--- config.mk ---
export PLATFORM = sky130hd
export DESIGN_NAME = sync_ser_tx
export DESIGN_NICKNAME = d
export VERILOG_FILES = /design/src/rtl/sstx_pkg.sv /design/src/rtl/sstx_ack_sync.sv /design/src/rtl/sstx_shift_engine.sv /design/src/rtl/sync_ser_tx.sv
export SDC_FILE = /design/constraint.sdc
export NUM_CORES = 1
export LEC_CHECK = 0
export ABC_AREA = 1
export BUFFER_PORTS_ARGS = -buffer_cell sky130_fd_sc_hd__buf_2
export CAP_MARGIN = 10
export CELL_PAD_IN_SITES_DETAIL_PLACEMENT = 0
export CELL_PAD_IN_SITES_GLOBAL_PLACEMENT = 1
export CORE_MARGIN = 4
export CORE_UTILIZATION = 38
export DETAILED_ROUTE_END_ITERATION = 6
export PLACE_DENSITY = 0.82
export SLEW_MARGIN = 15
export SYNTH_ARGS = -nofsm -noshare
export SYNTH_HDL_FRONTEND = slang
export SYNTH_SLANG_ARGS = --single-unit
--- constraint.sdc ---
create_clock -name clk -period 1.5 [get_ports clk]
set_clock_uncertainty 0.05 [all_clocks]
set_input_delay 0.3 -clock clk [delete_from_list [all_inputs] [get_ports clk]]
set_output_delay 0.3 -clock clk [all_outputs]
set_load 0.02 [all_outputs]
--- src/rtl/sstx_pkg.sv ---
package sstx_pkg;
   localparam logic [1:0] REG_DATA = 2'd0;
   localparam logic [1:0] REG_DIV  = 2'd1;
   localparam logic [1:0] REG_CTRL = 2'd2;
   localparam logic [1:0] REG_CLR  = 2'd3;

   localparam int CTRL_IRQ_EN_BIT = 0;
   localparam int CLR_ACK_BIT     = 0;
   localparam int CLR_ERR_BIT     = 1;
endpackage

--- src/rtl/sstx_ack_sync.sv ---
module sstx_ack_sync #(
   parameter int STAGES = 2
) (
   input  logic clk,
   input  logic rst_n,
   input  logic ack_n,
   output logic ack_fall
);
   logic [STAGES-1:0] stage_q;
   logic              last_q;

   generate
      if (STAGES < 2) begin : g_bad_stages
         $error("sstx_ack_sync: STAGES must be at least 2");
      end
      for (genvar s = 0; s < STAGES; s++) begin : g_stage
         if (s == 0) begin : g_first
            always_ff @(posedge clk or negedge rst_n) begin
               if (!rst_n) stage_q[0] <= 1'b1;
               else        stage_q[0] <= ack_n;
            end
         end else begin : g_next
            always_ff @(posedge clk or negedge rst_n) begin
               if (!rst_n) stage_q[s] <= 1'b1;
               else        stage_q[s] <= stage_q[s-1];
            end
         end
      end
   endgenerate

   always_ff @(posedge clk or negedge rst_n) begin
      if (!rst_n) last_q <= 1'b1;
      else        last_q <= stage_q[STAGES-1];
   end

   assign ack_fall = last_q & ~stage_q[STAGES-1];
endmodule

--- src/rtl/sstx_shift_engine.sv ---
module sstx_shift_engine #(
   parameter int DATA_W = 8,
   parameter int DIV_W  = 8
) (
   input  logic              clk,
   input  logic              rst_n,
   input  logic              start,
   input  logic [DATA_W-1:0] din,
   input  logic [DIV_W-1:0]  div,
   output logic              active,
   output logic              done,
   output logic              line_clk,
   output logic              line_dat
);
   localparam int CNT_W = DIV_W + 1;
   localparam int BIT_W = (DATA_W > 1) ? $clog2(DATA_W) : 1;
   localparam logic [BIT_W-1:0] LAST_BIT = BIT_W'(DATA_W - 1);

   logic              busy_q;
   logic [DIV_W-1:0]  div_q;
   logic [CNT_W-1:0]  cnt_q;
   logic [DATA_W-1:0] sh_q;
   logic [BIT_W-1:0]  bit_q;
   logic              clk_q;
   logic              dat_q;
   logic              phase_end;

   generate
      if (DATA_W < 2) begin : g_bad_data
         $error("sstx_shift_engine: DATA_W must be at least 2");
      end
   endgenerate

   assign phase_end = busy_q && (cnt_q == '0);
   assign done      = phase_end && clk_q && (bit_q == LAST_BIT);

   always_ff @(posedge clk or negedge rst_n) begin
      if (!rst_n) begin
         busy_q <= 1'b0;
         div_q  <= '0;
         cnt_q  <= '0;
         sh_q   <= '0;
         bit_q  <= '0;
         clk_q  <= 1'b1;
         dat_q  <= 1'b0;
      end else if (start) begin
         busy_q <= 1'b1;
         div_q  <= div;
         cnt_q  <= {1'b0, div} + CNT_W'(1);
         clk_q  <= 1'b0;
         dat_q  <= din[DATA_W-1];
         sh_q   <= {din[DATA_W-2:0], 1'b0};
         bit_q  <= '0;
      end else if (busy_q) begin
         if (!phase_end) begin
            cnt_q <= cnt_q - CNT_W'(1);
         end else begin
            cnt_q <= {1'b0, div_q} + CNT_W'(1);
            if (!clk_q) begin
               clk_q <= 1'b1;
            end else if (bit_q == LAST_BIT) begin
               busy_q <= 1'b0;
            end else begin
               clk_q <= 1'b0;
               dat_q <= sh_q[DATA_W-1];
               sh_q  <= {sh_q[DATA_W-2:0], 1'b0};
               bit_q <= bit_q + BIT_W'(1);
            end
         end
      end
   end

   assign active   = busy_q;
   assign line_clk = clk_q;
   assign line_dat = dat_q;
endmodule

--- src/rtl/sync_ser_tx.sv ---
module sync_ser_tx
   import sstx_pkg::*;
#(
   parameter int               HOST_W      = 16,
   parameter int               DATA_W      = 8,
   parameter int               DIV_W       = 8,
   parameter int               SYNC_STAGES = 2,
   parameter logic [DIV_W-1:0] DIV_RST     = '1
) (
   input  logic              clk,
   input  logic              rst_n,
   input  logic              wr_en,
   input  logic [1:0]        wr_addr,
   input  logic [HOST_W-1:0] wr_data,
   input  logic              ack_n,
   output logic              link_clk,
   output logic              link_dat,
   output logic              ready,
   output logic              ack_flag,
   output logic              err_flag,
   output logic              irq
);
   generate
      if (HOST_W <= DIV_W || HOST_W < DATA_W || HOST_W < 2) begin : g_bad_host
         $error("sync_ser_tx: HOST_W must exceed DIV_W and cover DATA_W");
      end
   endgenerate

   logic [DIV_W-1:0] div_r;
   logic             irq_en_r;
   logic             ack_flag_r;
   logic             err_r;
   logic             hold_r;
   logic             eng_active;
   logic             eng_done;
   logic             ack_fall;
   logic             data_wr;
   logic             start;
   logic             reject;
   logic             clr_wr;
   logic             unused_hi;

   assign unused_hi = &{1'b0, wr_data[HOST_W-1:DIV_W]};

   assign ready   = !eng_active && !hold_r;
   assign data_wr = wr_en && (wr_addr == REG_DATA);
   assign start   = data_wr && ready;
   assign reject  = data_wr && !ready;
   assign clr_wr  = wr_en && (wr_addr == REG_CLR);

   sstx_ack_sync #(.STAGES(SYNC_STAGES)) u_sync (
      .clk      (clk),
      .rst_n    (rst_n),
      .ack_n    (ack_n),
      .ack_fall (ack_fall)
   );

   sstx_shift_engine #(.DATA_W(DATA_W), .DIV_W(DIV_W)) u_eng (
      .clk      (clk),
      .rst_n    (rst_n),
      .start    (start),
      .din      (wr_data[DATA_W-1:0]),
      .div      (div_r),
      .active   (eng_active),
      .done     (eng_done),
      .line_clk (link_clk),
      .line_dat (link_dat)
   );

   always_ff @(posedge clk or negedge rst_n) begin
      if (!rst_n) begin
         div_r    <= DIV_RST;
         irq_en_r <= 1'b0;
      end else if (wr_en) begin
         if (wr_addr == REG_DIV)  div_r    <= wr_data[DIV_W-1:0];
         if (wr_addr == REG_CTRL) irq_en_r <= wr_data[CTRL_IRQ_EN_BIT];
      end
   end

   always_ff @(posedge clk or negedge rst_n) begin
      if (!rst_n) begin
         ack_flag_r <= 1'b0;
         err_r      <= 1'b0;
         hold_r     <= 1'b0;
      end else begin
         if (ack_fall)                             ack_flag_r <= 1'b1;
         else if (clr_wr && wr_data[CLR_ACK_BIT])  ack_flag_r <= 1'b0;

         if (reject)                               err_r <= 1'b1;
         else if (clr_wr && wr_data[CLR_ERR_BIT])  err_r <= 1'b0;

         if (eng_done)                             hold_r <= 1'b1;
         else if (ack_fall)                        hold_r <= 1'b0;
      end
   end

   assign ack_flag = ack_flag_r;
   assign err_flag = err_r;
   assign irq      = ack_flag_r && irq_en_r;
endmodule

==> results.py <==
metrics = {
    "finish": {
        "nNetsFinal": 433,
        "multiInputGateArea_sq_um": 1306,
        "num-fill-cells": 638,
        "diodes": 0,
        "area_growth_pct": 29.42,
        "post-route-cell-area_sq_um": 3297,
        "drive_above_1_share_pct": 31.94,
        "seqCellArea_sq_um": 1144,
    },
    "logic_synthesis": {
        "ys_seq_area_share_pct": 44.79,
        "ys_warn_count": 0,
        "synth_top_cell_by_area": "dfrtp_1",
        "synth.cell_area_sq_um": 2547,
        "ys_top_cells_by_count": "nand2_1 (119), inv_1 (45), dfrtp_1 (33)",
        "synth_top_area_share_pct": 32.42,
        "synth_area_per_cell_sq_um": 7.384,
        "synth_cell_types": 33,
        "synthArstFlopShare_pct": 100.0,
        "synthesis.nets": 372,
        "synth-edff-count": 0,
        "syn_inst": 345,
        "synth_area_leaders": "dfrtp_1 (32%), nand2_1 (18%), dfstp_2 (12%)",
        "synth_ff_type": "dfrtp_1",
        "yosysMostFrequentCell": "nand2_1",
        "synth_seq_cells": 45,
    },
    "sta": {
        "finalCritPeriodShare_pct": 109.4,
        "slew_viol_final": 0,
        "period_minus_slack_ns": 1.640,
        "rsz0062_at_grt": "yes",
        "relSlewSlack_pct": 72.75,
        "fmaxAchievable_mhz": 609.6,
        "worst_slack_ns": -0.1403,
        "setup_viol": 21,
        "worstMarginPinSlew_ns": 0.4078,
        "hold_violations": 0,
    },
    "detailed_routing": {
        "vias_per_cell": 4.758,
        "vias": 2303,
        "drtIter0Drc": 137,
        "drc": 0,
        "wirelength_microns": 6148,
        "drt_pass1_iterations": 4,
        "wl_per_cell_microns": 12.70,
        "ant_nets": 0,
    },
    "setup_path": {
        "reg2reg_slack_ns": -0.14,
        "endpoint_kind": "flip-flop",
        "regToRegStartpoint": "u_eng.cnt_q[1]",
        "worst-path-max-fanout": 8,
        "worstSetupPathType": "flip-flop to flip-flop",
        "required_ns": 1.64,
        "startpoint": "u_eng.cnt_q[1]",
        "worstSetupStartpointType": "flip-flop",
        "cp.arrival_ns": 1.78,
    },
    "pwr": {
        "leakagePower_nw": 1.763,
        "clockPowerShare_pct": 18.8,
        "peakVddDrop_mv": 0.6157,
        "finalPower_w": 0.004906,
        "p_comb_share_pct": 41.5,
        "power_density_nw_per_um2": 1488,
        "internal-power_w": 0.003052,
        "seq_power_share_pct": 39.7,
        "p_sw_share_pct": 37.79,
        "netSwitchingPower_w": 0.001854,
    },
    "clock_network": {
        "clkSinkCount": 45,
        "tritoncts": "done",
        "path_clk_slew_ns": 0.09,
        "cts.path.max_buffers": 2,
        "cts_buffers": 5,
        "root_buffer": "clkbuf_8",
        "htreeDepth": 2,
        "clock_latency_ns": 0.29,
    },
    "global_route": {
        "grt_usage_pct": 15.21,
        "grt_max_degree": 46,
        "antenna_found_initial": 0,
        "grt_pass1_wl_microns": 10160,
        "grt-ovfl-total": 0,
        "grt_pass1_vias": 2174,
    },
    "die": {
        "initial_core_util_pct": 39.66,
        "dieArea_sq_um": 8078,
        "fp.coreArea_sq_um": 6422,
        "io_pins": 28,
        "fp-row-count": 29,
        "fp.dieH_microns": 89.88,
        "die_x_microns": 89.88,
    },
    "outcome": {
        "violations": "setup timing",
        "outcome": "complete, but fails checks",
    },
    "placement": {
        "port_buffers": 19,
        "place_area_sq_um": 2964,
        "gp_congestion": 0.8526,
        "dpl.hpwl_microns": 4415,
    },
    "job": {
        "drv_cap": 0,
    },
    "worst_hold_path": {
        "min_from": "ack_n",
        "hold_class": "primary input to flip-flop",
    },
}
==> worst max-delay path, cell delays in order (launching register included) <==
cell,delay (ns)
dfrtp_1,0.40
inv_2,0.08
ha_4,0.16
nand2_4,0.05
nor2_2,0.10
nand3_2,0.10
nor2_4,0.21
nand2_4,0.13
nand2_8,0.11
inv_8,0.05
nand2_1,0.05
nand2_1,0.05
==> worst paths after layout <==
kind	cells past startpoint	endpoint
setup / recovery	11	u_eng.sh_q[7]
min in group asynchronous	3	u_eng.div_q[6]
max in group asynchronous	3	div_r[4]
hold / removal	1	u_sync.stage_q[0]
setup reg to reg	11	u_eng.sh_q[7]
hold reg to reg	0	u_sync.stage_q[1]
==> per-layer routing <==
metal	track usage [%]	wire length, microns	up-vias
li1	-	-	1197
met5	0	0	-
met4	3.827	72	0
met1	19.38	2802	1069
met2	26.88	3072	29
met3	2.504	200	8
==> kinds of logic (layout without fill, tap and decap cells) <==
logic type / Yosys count / after routing / share of synthesized area (%)
fa+ha+maj: 5 / 5 / 2.456
compound gates: 45 / 45 / 9.283
flops: 45 / 45 / 44.79
simple gates: 187 / 189 / 31.97
mux: 1 / 1 / 0.3929
buf+inv: 59 / 119 / 10.07
xor+xnor: 3 / 3 / 1.032
==> through the flow <==
stage / worst slack (ns) / hold slack [ns] / cells / util, % / TNS, ns
6_report: -0.1403 / 0.04647 / 484 / 51.33 / -2.066
3_3_place_gp: -0.09861 / 0.2497 / 466 / 46.15 / -1.242
2_1_floorplan: -0.01625 / -0.04559 / 345 / - / -0.1002
5_1_grt: -0.2382 / 0.02866 / 484 / 51.33 / -4.285
4_1_cts: -0.1071 / 0.03350 / 479 / 48.72 / -1.412
3_5_place_dp: -0.1340 / 0.2493 / 466 / 46.15 / -1.591
==> what timing repair did <==
| action | CTS | global route |
|---|---|---|
| gates cloned | 1 | 1 |
| hold buffers | 1 | 0 |
| endpoints found under the hold margin | 33 | 0 |
| gates resized for setup | 5 | 36 |
| pin swaps | 5 | 7 |
| setup endpoints to repair | 21 | 24 |
| buffers inserted | 3 | 4 |
==> registers in the layout, summed over array words and instances (netlist names) <==
signal and flops:
ack_flag 1, div_r 8, err_flag 1, hold_r 1
irq_en_r 1, u_eng.active 1, u_eng.bit_q 3, u_eng.cnt_q 9
u_eng.div_q 8, u_eng.line_clk 1, u_eng.line_dat 1, u_eng.sh_q 7
u_sync.last_q 1, u_sync.stage_q 2
==> cells in the final DEF (no fill, tap or decap), types with 9 or more instances in the layout <==
| cell | instances |
|---|---|
| dfstp_2 | 12 |
| inv_1 | 41 |
| nand3_2 | 9 |
| nor2_2 | 9 |
| o21ai_0 | 23 |
| dfrtp_1 | 31 |
| nand3_1 | 18 |
| buf_2 | 18 |
| nor2_1 | 21 |
| buf_4 | 37 |
| nand2_1 | 112 |
==> power by group through the flow <==
stage / logic, W / registers, W / clock network [W]
after global placement: 0.00174 / 0.00193 / 0
after global routing: 0.00231 / 0.00201 / 0.00102
after floorplan: 0.00114 / 0.00190 / 0
after detailed placement: 0.00178 / 0.00195 / 0
after CTS: 0.00182 / 0.00193 / 0.000956
final: 0.00204 / 0.00195 / 0.000923
==> layout make-up <==
| class | count | area share (%) |
|---|---|---|
| Sequential cell | 45 | 34.69 |
| Multi-Input combinational cell | 243 | 39.62 |
| Tap cell | 77 | 2.922 |
| Timing Repair Buffer | 60 | 13.36 |
| Clock buffer | 6 | 2.201 |
| Inverter | 51 | 6.034 |
| Clock inverter | 2 | 1.176 |
Power figures use the tool's default switching activity.
